===== src/rtl/pic_pkg.sv =====
// Package: shared types and command field positions for the interrupt controller.
// Assumes an 8-bit register bus; field positions below are part of the host contract.
package pic_pkg;

    typedef enum logic [1:0] {
        SCH_FIXED    = 2'b00,
        SCH_ROTATE   = 2'b01,
        SCH_ASSIGNED = 2'b10
    } scheme_e;

    typedef enum logic [0:0] {
        RSEL_REQ = 1'b0,
        RSEL_ISR = 1'b1
    } rsel_e;

    localparam int CMD_KIND_BIT = 3;   // 0 = priority command, 1 = service command
    localparam int EOS_BIT      = 0;   // end-of-service flag in a service command
    localparam int SEL_LSB      = 1;   // two-bit read-select field in a service command
    localparam int LOW_LSB      = 4;   // lowest-level field in a priority command

endpackage


===== src/rtl/pic_rank.sv =====
// Module: pic_rank
// Finds, in a set of levels, the one ranked highest when level low_i is the
// lowest and the others follow upward from low_i+1 with wrap-around.
// Also reports that level's rank (0 = highest). Purely combinational.
module pic_rank #(
    parameter int N  = 8,
    parameter int LW = $clog2(N)
) (
    input  logic [N-1:0]  vec_i,
    input  logic [LW-1:0] low_i,
    output logic          found_o,
    output logic [LW-1:0] idx_o,
    output logic [LW-1:0] rank_o
);

    logic [LW-1:0] pos_w;

    // Scan levels from highest rank to lowest and keep the first one present.
    always_comb begin
        found_o = 1'b0;
        idx_o   = '0;
        rank_o  = '0;
        pos_w   = '0;
        for (int k = 0; k < N; k++) begin
            pos_w = LW'((int'(low_i) + 1 + k) % N);
            if (!found_o && vec_i[pos_w]) begin
                found_o = 1'b1;
                idx_o   = pos_w;
                rank_o  = LW'(k);
            end
        end
    end

    // a reported winner must be a member of the input set.
    always_comb begin
        if (found_o) begin
            a_r3_winner_in_set: assert (vec_i[idx_o])
                else $error("winner not in set");
        end
    end

endmodule


===== src/rtl/pic_prio_ptr.sv =====
// Module: pic_prio_ptr
// Holds the active priority scheme, the software-assigned lowest level and the
// rotating lowest level; presents the lowest level that the resolvers use.
// Assumes rot_adv_i is only raised by the top when the scheme is rotating.
module pic_prio_ptr
    import pic_pkg::*;
#(
    parameter int N  = 8,
    parameter int LW = $clog2(N)
) (
    input  logic          clk,
    input  logic          rst_n,
    input  logic          prio_we_i,
    input  scheme_e       scheme_wr_i,
    input  logic [LW-1:0] low_wr_i,
    input  logic          rot_adv_i,
    input  logic [LW-1:0] rot_lvl_i,
    output scheme_e       scheme_o,
    output logic [LW-1:0] low_o
);

    localparam logic [LW-1:0] LOW_FIXED = LW'(N - 1);

    scheme_e       scheme_q;
    logic [LW-1:0] assigned_q;
    logic [LW-1:0] rotate_q;

    // Scheme and assigned-lowest registers, loaded by a priority command.
    always_ff @(posedge clk) begin
        if (!rst_n) begin
            scheme_q   <= SCH_FIXED;
            assigned_q <= LOW_FIXED;
        end else if (prio_we_i) begin
            scheme_q <= scheme_wr_i;
            if (scheme_wr_i == SCH_ASSIGNED) begin
                assigned_q <= low_wr_i;
            end
        end
    end

    // Rotating lowest level, moved by each end-of-service in rotating mode.
    always_ff @(posedge clk) begin
        if (!rst_n) begin
            rotate_q <= LOW_FIXED;
        end else if (rot_adv_i) begin
            rotate_q <= rot_lvl_i;
        end
    end

    // Select the lowest level for the active scheme.
    always_comb begin
        unique case (scheme_q)
            SCH_ROTATE:   low_o = rotate_q;
            SCH_ASSIGNED: low_o = assigned_q;
            default:      low_o = LOW_FIXED;
        endcase
    end

    assign scheme_o = scheme_q;

    // after an end-of-service in rotating mode the cleared level is lowest.
    a_r4_rot_follows_eos: assert property (@(posedge clk) disable iff (!rst_n)
        (rot_adv_i && scheme_q == SCH_ROTATE && !prio_we_i) |=> (low_o == $past(rot_lvl_i)));

    // fixed mode always ranks the top-numbered level lowest.
    a_r3_fixed_low: assert property (@(posedge clk) disable iff (!rst_n)
        (scheme_q == SCH_FIXED) |-> (low_o == LOW_FIXED));

endmodule


===== src/rtl/pic_host_if.sv =====
// Module: pic_host_if
// Decodes the two-address register bus into strobes, keeps the read-select
// and poll-arm state, and builds the read data. Assumes rd_i and wr_i are
// single-cycle strobes; read data is combinational in the strobe cycle.
module pic_host_if
    import pic_pkg::*;
#(
    parameter int N  = 8,
    parameter int LW = $clog2(N),
    parameter int DW = 8
) (
    input  logic          clk,
    input  logic          rst_n,
    input  logic          wr_i,
    input  logic          rd_i,
    input  logic          addr_i,
    input  logic [DW-1:0] wdata_i,
    input  logic [N-1:0]  irr_i,
    input  logic [N-1:0]  isr_i,
    input  logic [N-1:0]  mask_i,
    input  logic          poll_found_i,
    input  logic [LW-1:0] poll_lvl_i,
    output logic [DW-1:0] rdata_o,
    output logic          mask_we_o,
    output logic          prio_we_o,
    output scheme_e       scheme_wr_o,
    output logic [LW-1:0] low_wr_o,
    output logic          eos_o,
    output logic          poll_ack_o
);

    rsel_e       sel_q;
    logic        arm_q;
    logic        svc_we;
    logic [1:0]  sel_fld;
    logic        arm_wr;
    logic        unused_msb;

    assign svc_we     = wr_i && !addr_i && wdata_i[CMD_KIND_BIT];
    assign prio_we_o  = wr_i && !addr_i && !wdata_i[CMD_KIND_BIT];
    assign mask_we_o  = wr_i && addr_i;
    assign sel_fld    = wdata_i[SEL_LSB +: 2];
    assign arm_wr     = svc_we && (sel_fld == 2'b10);
    assign eos_o      = svc_we && wdata_i[EOS_BIT];
    assign poll_ack_o = rd_i && !addr_i && arm_q;
    assign low_wr_o   = wdata_i[LOW_LSB +: LW];
    assign unused_msb = wdata_i[DW-1];

    // Map the two-bit scheme field; the spare code behaves as fixed order.
    always_comb begin
        unique case (wdata_i[1:0])
            2'b01:   scheme_wr_o = SCH_ROTATE;
            2'b10:   scheme_wr_o = SCH_ASSIGNED;
            default: scheme_wr_o = SCH_FIXED;
        endcase
    end

    // Read-select register, changed only by a service command.
    always_ff @(posedge clk) begin
        if (!rst_n) begin
            sel_q <= RSEL_REQ;
        end else if (svc_we) begin
            if (sel_fld == 2'b00) sel_q <= RSEL_REQ;
            else if (sel_fld == 2'b01) sel_q <= RSEL_ISR;
        end
    end

    // Poll arm: set by a service command, cleared by the poll read it serves.
    always_ff @(posedge clk) begin
        if (!rst_n) begin
            arm_q <= 1'b0;
        end else if (arm_wr) begin
            arm_q <= 1'b1;
        end else if (poll_ack_o) begin
            arm_q <= 1'b0;
        end
    end

    // Read data multiplexer.
    always_comb begin
        rdata_o = '0;
        if (addr_i) begin
            rdata_o = DW'(mask_i);
        end else if (arm_q) begin
            rdata_o[DW-1]   = poll_found_i;
            rdata_o[LW-1:0] = poll_found_i ? poll_lvl_i : '0;
        end else if (sel_q == RSEL_ISR) begin
            rdata_o = DW'(isr_i);
        end else begin
            rdata_o = DW'(irr_i);
        end
    end

    // a poll is served once; the next read sees the selected register.
    a_r10_poll_once: assert property (@(posedge clk) disable iff (!rst_n)
        (poll_ack_o && !arm_wr) |=> !poll_ack_o);

    // mask writes and priority commands never coincide.
    a_r2_strobes_exclusive: assert property (@(posedge clk) disable iff (!rst_n)
        $countones({mask_we_o, prio_we_o, svc_we}) <= 1);

endmodule


===== src/rtl/pic_ctrl.sv =====
// Module: pic_ctrl (top)
// Eight-level priority interrupt controller: request, mask and in-service
// registers, two rank resolvers sharing one priority origin, nested-service
// gating of the interrupt line, acknowledge and end-of-service handling.
// Assumes ack_i is a one-cycle pulse and requests are synchronous to clk.
module pic_ctrl
    import pic_pkg::*;
#(
    parameter int N  = 8,
    parameter int DW = 8,
    parameter int LW = $clog2(N)
) (
    input  logic          clk,
    input  logic          rst_n,
    input  logic [N-1:0]  req_i,
    input  logic          wr_i,
    input  logic          rd_i,
    input  logic          addr_i,
    input  logic [DW-1:0] wdata_i,
    output logic [DW-1:0] rdata_o,
    input  logic          ack_i,
    output logic          int_o,
    output logic [LW-1:0] vec_o,
    output logic          vec_vld_o
);

    logic [N-1:0]  irr_q;
    logic [N-1:0]  isr_q;
    logic [N-1:0]  isr_d;
    logic [N-1:0]  mask_q;
    logic [N-1:0]  pend;
    logic          mask_we;
    logic          prio_we;
    scheme_e       scheme_wr;
    scheme_e       scheme;
    logic [LW-1:0] low_wr;
    logic [LW-1:0] low;
    logic          eos;
    logic          poll_ack;
    logic          take;
    logic          p_found;
    logic [LW-1:0] p_idx;
    logic [LW-1:0] p_rank;
    logic          s_found;
    logic [LW-1:0] s_idx;
    logic [LW-1:0] s_rank;
    logic          rot_adv;
    logic [LW-1:0] vec_q;
    logic          vld_q;

    pic_host_if #(.N(N), .LW(LW), .DW(DW)) u_host (
        .clk          (clk),
        .rst_n        (rst_n),
        .wr_i         (wr_i),
        .rd_i         (rd_i),
        .addr_i       (addr_i),
        .wdata_i      (wdata_i),
        .irr_i        (irr_q),
        .isr_i        (isr_q),
        .mask_i       (mask_q),
        .poll_found_i (p_found),
        .poll_lvl_i   (p_idx),
        .rdata_o      (rdata_o),
        .mask_we_o    (mask_we),
        .prio_we_o    (prio_we),
        .scheme_wr_o  (scheme_wr),
        .low_wr_o     (low_wr),
        .eos_o        (eos),
        .poll_ack_o   (poll_ack)
    );

    pic_prio_ptr #(.N(N), .LW(LW)) u_ptr (
        .clk         (clk),
        .rst_n       (rst_n),
        .prio_we_i   (prio_we),
        .scheme_wr_i (scheme_wr),
        .low_wr_i    (low_wr),
        .rot_adv_i   (rot_adv),
        .rot_lvl_i   (s_idx),
        .scheme_o    (scheme),
        .low_o       (low)
    );

    assign pend = irr_q & ~mask_q;

    pic_rank #(.N(N), .LW(LW)) u_pend_rank (
        .vec_i   (pend),
        .low_i   (low),
        .found_o (p_found),
        .idx_o   (p_idx),
        .rank_o  (p_rank)
    );

    pic_rank #(.N(N), .LW(LW)) u_svc_rank (
        .vec_i   (isr_q),
        .low_i   (low),
        .found_o (s_found),
        .idx_o   (s_idx),
        .rank_o  (s_rank)
    );

    assign take    = ack_i || poll_ack;
    assign rot_adv = eos && s_found && (scheme == SCH_ROTATE);

    // Nested gating: interrupt only when the winner outranks all in service.
    assign int_o = p_found && (!s_found || (p_rank < s_rank));

    // Request register follows the inputs one clock later.
    always_ff @(posedge clk) begin
        if (!rst_n) irr_q <= '0;
        else        irr_q <= req_i;
    end

    // Mask register, loaded from the bus.
    always_ff @(posedge clk) begin
        if (!rst_n)       mask_q <= '0;
        else if (mask_we) mask_q <= wdata_i[N-1:0];
    end

    // Next in-service set: clear the top in-service level, add the winner.
    always_comb begin
        isr_d = isr_q;
        if (eos && s_found) isr_d[s_idx] = 1'b0;
        if (take && p_found) isr_d[p_idx] = 1'b1;
    end

    // In-service register.
    always_ff @(posedge clk) begin
        if (!rst_n) isr_q <= '0;
        else        isr_q <= isr_d;
    end

    // Level number presented to the host on each acknowledge pulse.
    always_ff @(posedge clk) begin
        if (!rst_n) begin
            vec_q <= '0;
            vld_q <= 1'b0;
        end else if (ack_i) begin
            vec_q <= p_found ? p_idx : '0;
            vld_q <= p_found;
        end
    end

    assign vec_o     = vec_q;
    assign vec_vld_o = vld_q;

    // the interrupt line needs a pending unmasked request.
    a_r6_int_needs_pending: assert property (@(posedge clk) disable iff (!rst_n)
        int_o |-> (|(irr_q & ~mask_q)));

    // in-service bits are only set by an acknowledge or a poll read.
    a_r7_isr_set_by_take: assert property (@(posedge clk) disable iff (!rst_n)
        (|(isr_q & ~$past(isr_q))) |-> $past(take));

    // end-of-service without a concurrent acknowledge drops exactly one bit.
    a_r8_eos_clears_one: assert property (@(posedge clk) disable iff (!rst_n)
        (eos && (|isr_q) && !take) |=> ($countones(isr_q) == $countones($past(isr_q)) - 1));

    // a mask write is visible on the next cycle.
    a_r2_mask_load: assert property (@(posedge clk) disable iff (!rst_n)
        mask_we |=> (mask_q == $past(wdata_i[N-1:0])));

    // an acknowledged level shows up on vec_o in the following cycle.
    a_r7_vec_in_isr: assert property (@(posedge clk) disable iff (!rst_n)
        (ack_i && p_found && !eos) |=> (vec_vld_o && isr_q[vec_o]));

endmodule


===== config.mk =====
export PLATFORM = sky130hd
export DESIGN_NAME = pic_ctrl
export DESIGN_NICKNAME = d
export VERILOG_FILES = /design/src/rtl/pic_pkg.sv /design/src/rtl/pic_rank.sv /design/src/rtl/pic_prio_ptr.sv /design/src/rtl/pic_host_if.sv /design/src/rtl/pic_ctrl.sv
export SDC_FILE = /design/constraint.sdc
export NUM_CORES = 1
export LEC_CHECK = 0
export ABC_AREA = 1
export BUFFER_PORTS_ARGS = -buffer_cell sky130_fd_sc_hd__buf_2
export CORE_ASPECT_RATIO = 0.7
export CORE_UTILIZATION = 35
export DETAILED_ROUTE_END_ITERATION = 10
export PLACE_DENSITY = 0.57
export SLEW_MARGIN = 5
export SYNTH_ARGS = -nofsm -noshare
export SYNTH_HDL_FRONTEND = slang
export SYNTH_SLANG_ARGS = --single-unit

===== constraint.sdc =====
create_clock -name clk -period 10.8 [get_ports clk]
set_clock_uncertainty 0.1 [all_clocks]
set_input_delay 2.16 -clock clk [delete_from_list [all_inputs] [get_ports clk]]
set_output_delay 2.16 -clock clk [all_outputs]
set_load 0.02 [all_outputs]

* Word-level counts from Yosys, hierarchy flattened *
Index checks and enable logic that the tools add are counted.

storage, ports and cells
  memories = 0
  ROM bits = 0
  bits in latches = 0
  flip-flop bits (word level) = 38
  output and inout port bits = 13
  logic and storage cells = 191
  input port bits = 22
  memory bits (writable) = 0

cells by class
  magnitude comparators = 13
  multiply operators = 0
  shift-type cells = 0
  reduce and logical (&&, ||, !) cells = 52
  divide/modulo/power cells = 0
  eq/ne operators = 7
  add/sub/neg operators = 8
  mux-type cells = 96
  bitwise gates (word level) = 5

operators with widths
  kind                 count
  $mux 3               26
  $bmux 1 s3           16
  $mux 1               41
  $lt 3x4->1 const B   10
  $mux 8               4
  $logic_and 1x1->1    28
  $logic_not 1->1      17
  $and 8x8->8          2
  $not 8->8            2
  $add 3x3->3 const B  4
  $eq 2x2->1 const B   4
  $mux 2               4
  $or 8x8->8           1
  $add 3x1->3 const B  2
  $add 3x2->3 const B  2
  $demux 1 s3          2
  $eq 2x1->1 const B   3
  $ge 3x1->1 const B   2
  $pmux 3 s2           1
  $mux 4               1
  $pmux 2 s2           1
  $reduce_and 2->1     2
  $reduce_bool 2->1    2
  $lt 3x3->1           1
  other kinds (2)      3

* Longest topological paths before layout *
  depth after elaboration = 36
  depth in mapped cells = 25
  depth with buffers taken out = 24

* Cells and area by module *
From an unflattened synthesis, not the netlist that was laid out.

unflattened totals
  cells, all modules = 690
  area total of the unflattened synthesis = 3878.7 µm²

by module, submodules not included
  module        cells each  area each (µm²)  times used  seq. area each (µm²)
  pic_rank      200         994.7            2           0.0
  pic_ctrl      165         1151.1           1           560.5
  pic_host_if   75          380.4            1           40.0
  pic_prio_ptr  50          357.8            1           160.2

* Worst setup path before layout *
No wires, ideal clock.

  path type = register to output
  from = reg u_ptr.scheme_q[1] (netlist: u_ptr.scheme_o[1])
  to = out int_o
  required time = 8540 ps
  setup slack = 4835 ps
  stages on the path, launching flop included = 20
  data arrival time = 3705 ps
  buffers on the path = 1
  path through = dfxtp_1 -> inv_1 -> ha_1 -> a221o_1 -> ha_1 -> inv_1 -> buf_1 -> nand3_1 -> nand3_1 -> nand2_1 -> nor2_1 -> nand4_1 -> nor2_4 -> o21ai_0 -> nand3_1 -> inv_1 -> ha_1 -> a21oi_1 -> nand2_1 -> a21boi_0

between the ends
  cells in the longest elaborated chain, start to end = 30
  elaborated cells between the ends (all ways) = 105
  classes of those cells = 8 x add/sub; 1 x order compare; 2 x eq/ne; 63 x mux; 31 x reduce/logical

RTL lines
  element                                               line                source
  from (decl)                                           pic_prio_ptr.sv:24  scheme_e scheme_q;
  from (signal assigned)                                pic_prio_ptr.sv:34  scheme_q <= scheme_wr_i;
  $eq 2x2->1 or $eq 2x1->1 (tied branches)              pic_prio_ptr.sv:52  unique case (scheme_q)
  $pmux 3 s2 *                                          pic_prio_ptr.sv:52
  $add 3x1->3 *                                         pic_rank.sv:25      pos_w = LW'((int'(low_i) + 1 + k) % N);
  branches (longest 26 deep; another with $add 3x2->3)  -
  $logic_and 1x1->1 *                                   pic_ctrl.sv:106     assign int_o = p_found && (!s_found || (p_rank < s_rank));
  to (decl)                                             pic_ctrl.sv:22      output logic int_o,

Mark *: on every way between the ends. The select of a mux whose other input is x is not followed.

* Worst setup path in the final report *
  from = reg u_ptr.scheme_q[0] (netlist: u_ptr.scheme_o[0])
  to = out int_o

Same word-level chain as after synthesis.

==> qor.txt <==
Overall Global Routing Usage: 23.3%
clk_lat worst skew: 0.28 ns
Resize count post-CTS: 0
clock sinks: 38
Worst setup SP type: flop
Top FF cell, synth: dfxtp_1
R2R Setup Slk: 5.12 ns
Max FO, Critical Path: 37
Routed WL per cell: 15.7 um
WHS: 0.368 ns
H-tree levels: 2
kind of critical path: reg -> out
reg2reg path depth: 22
P_leak: 2.12 nW
Slew Viols, Final: 0
drt drc: 0
starting density of the core: 36.1%
FMAX: 120 MHz
Post-synth ARST share: 0%
leading cell type in the layout, fill and taps excluded: nand2_1
initial antenna violation count: 0
chip width: 126 um
synth warn: 0
Worst Hold Depth: 2
CTS root buf: clkbuf_16
pwr dens: 183 nW/um2
Critical R2R Capture: isr_q[5]
final WL: 12800 um
gp weighted congestion: 0.907
Vias/cell: 5.53
CTS max path bufs: 2
Yosys reg bits: 38
final setup vio count: 0
Syn Area/Cell: 5.64 um2
core area: 10400 um2
DIE AREA: 11200 um2
Syn Inst Count: 666
Max-Cap Viols: 0
Total Neg Setup Slack: 0 ns
CP arrival: 6.09 ns
Power Total: 749 uW
vias post-DR: 4509
IO Pins: 35
Worst Tran Pin Value: 0.814 ns
Req. time, crit path: 8.54 ns
post-synthesis sequential area ratio: 20.3%
Final Cycle Share: 77.3%
run status: completed
Post-CTS Setup Inserts: 0
Port Buffers: 34
largest net degree at the start of global routing: 38
Final #Nets: 710
final hold vios: 0
antenna cells: 0
Peak VDD IR: 0.0000862 V
RSZ-0062 raised after global routing: false
crit path launch: u_ptr.scheme_o[0]
CTS tree: yes
CTS Hold Bufs: 0
fillcell total: 1108
WHS Endpoint: mask_q[5]
hpwl dp: 9930 um
worst reg2reg path startpoint: u_ptr.scheme_o[0]
synth-to-layout area growth: 9.16%
Post-synth EDFFs: 0
CTS clk-pin slew, worst paths: 0.06 ns
slew margin rel.: 45.7%
Initial DRT Pass Iterations: 6
Site Rows: 31
Die Ht: 88.7 um
gr ovfl total: 0
worst min path class: reg -> reg
Hold Startpoint: mask_q[5]
syn_nets: 694
Detail Route Antenna Nets: 0
DRT iter0 DRCs: 520
endpoint type of the worst setup path: output pin
Synth cell types: 36
CTS buffer count: 5
first-pass GRT wire length: 20200 um
via count of the first global-routing pass: 3949
minimum clock period: 8.35 ns
most frequent cells in the layout: nand2_1 (242), inv_1 (68), nand3_1 (67)
Cell Area, Synth: 3750 um2
layout cell share with drive strength beyond 1: 12.4%
cells by family (layout without fill, tap and decap cells):
group | count (synthesis) | after routing | synth area share, %
adder cells (fa/ha/maj) | 6 | 6 | 2.00
buffers and inverters | 99 | 116 | 11.2
AND/OR/NAND/NOR | 438 | 438 | 54.1
flip-flops | 38 | 38 | 20.3
AO/OA/AOI/OAI | 85 | 85 | 12.4
through the flow:
step                      std cells  setup slack (ns)  area [um2]  utilization (%)
after floorplan                 666              4.84        3750                -
after global placement          807              3.08        3950             38.0
after detailed placement        807              2.94        3950             38.0
after CTS                       815              2.63        4100             39.4
after global routing            815              2.02        4100             39.4
final                           815              2.45        4100             39.4
area by class of cell:
type | count | area [um2] | share of cell area (%)
multi-input combinational | 529 | 2570 | 62.8
sequential | 38 | 761 | 18.6
inverter | 74 | 278 | 6.78
timing repair buffer | 34 | 170 | 4.15
tap | 132 | 165 | 4.03
clock inverter | 2 | 12.5 | 0.305
clock buffer | 6 | 139 | 3.39
Yosys cell counts, types with 3 or more instances:
library cell,count,area [um2]
buf_6,5,56.3
nor2_1,46,173
nand3_1,67,335
nand2_1,242,908
nand3b_1,3,22.5
nand2_4,3,33.8
o21ai_0,29,145
nand4_1,41,257
a21oi_1,36,180
nor2_4,5,56.3
buf_2,6,30.0
ha_1,6,75.1
nand3_2,9,90.1
nor3_1,3,15.0
nand2_2,14,87.6
buf_1,3,11.3
dfxtp_1,38,761
inv_2,5,18.8
o21ai_1,7,35.0
inv_1,68,255
clkbuf_1,10,37.5
how the worst max path moves through the flow:
stage | end | slack [ns] | cells past startpoint
final | int_o | 2.45 | 24
after global routing | int_o | 2.02 | 24
after CTS | int_o | 2.63 | 24
after floorplan | int_o | 4.84 | 19
after global placement | int_o | 3.08 | 24
after detailed placement | int_o | 2.94 | 24
state kept, by name (all words and copies together) (netlist names):
name,flops
u_host.sel_q,1
irr_q,8
u_host.arm_q,1
isr_q,8
vec_vld_o,1
mask_q,8
u_ptr.scheme_o,2
u_ptr.assigned_q,3
u_ptr.rotate_q,3
vec_o,3
critical path, cell delays in order (launching register included):
cell,delay (ns)
dfxtp_1,0.33
inv_1,0.06
ha_1,0.31
inv_2,0.41
nand3_4,0.44
inv_2,0.23
ha_1,0.70
inv_1,0.62
nand4_1,0.28
nand2_2,0.25
nand2_1,0.12
nand2_1,0.07
nand2_1,0.08
nand2_1,0.08
nor2_1,0.19
nand4_1,0.18
nor2_4,0.23
o21ai_0,0.19
nand3_1,0.12
inv_1,0.06
ha_1,0.28
a21oi_1,0.15
nand2_1,0.06
a21boi_0,0.15
buf_2,0.19
power breakdown:
part	switching (mW)	total, mW	internal (mW)
clock	0.0583	0.150	0.0914
sequential	0.0153	0.169	0.154
combinational	0.308	0.430	0.122
per-layer routing:
layer | up-vias | global-route usage, % | part of all wire, %
met2 | 197 | 36.6 | 40
met1 | 2064 | 33.3 | 51
met3 | 17 | 4.17 | 8.5
li1 | 2231 | - | -
met4 | 0 | 4.82 | 0.94
met5 | - | 0 | 0
No activity file was read; power rests on OpenSTA's default activity.
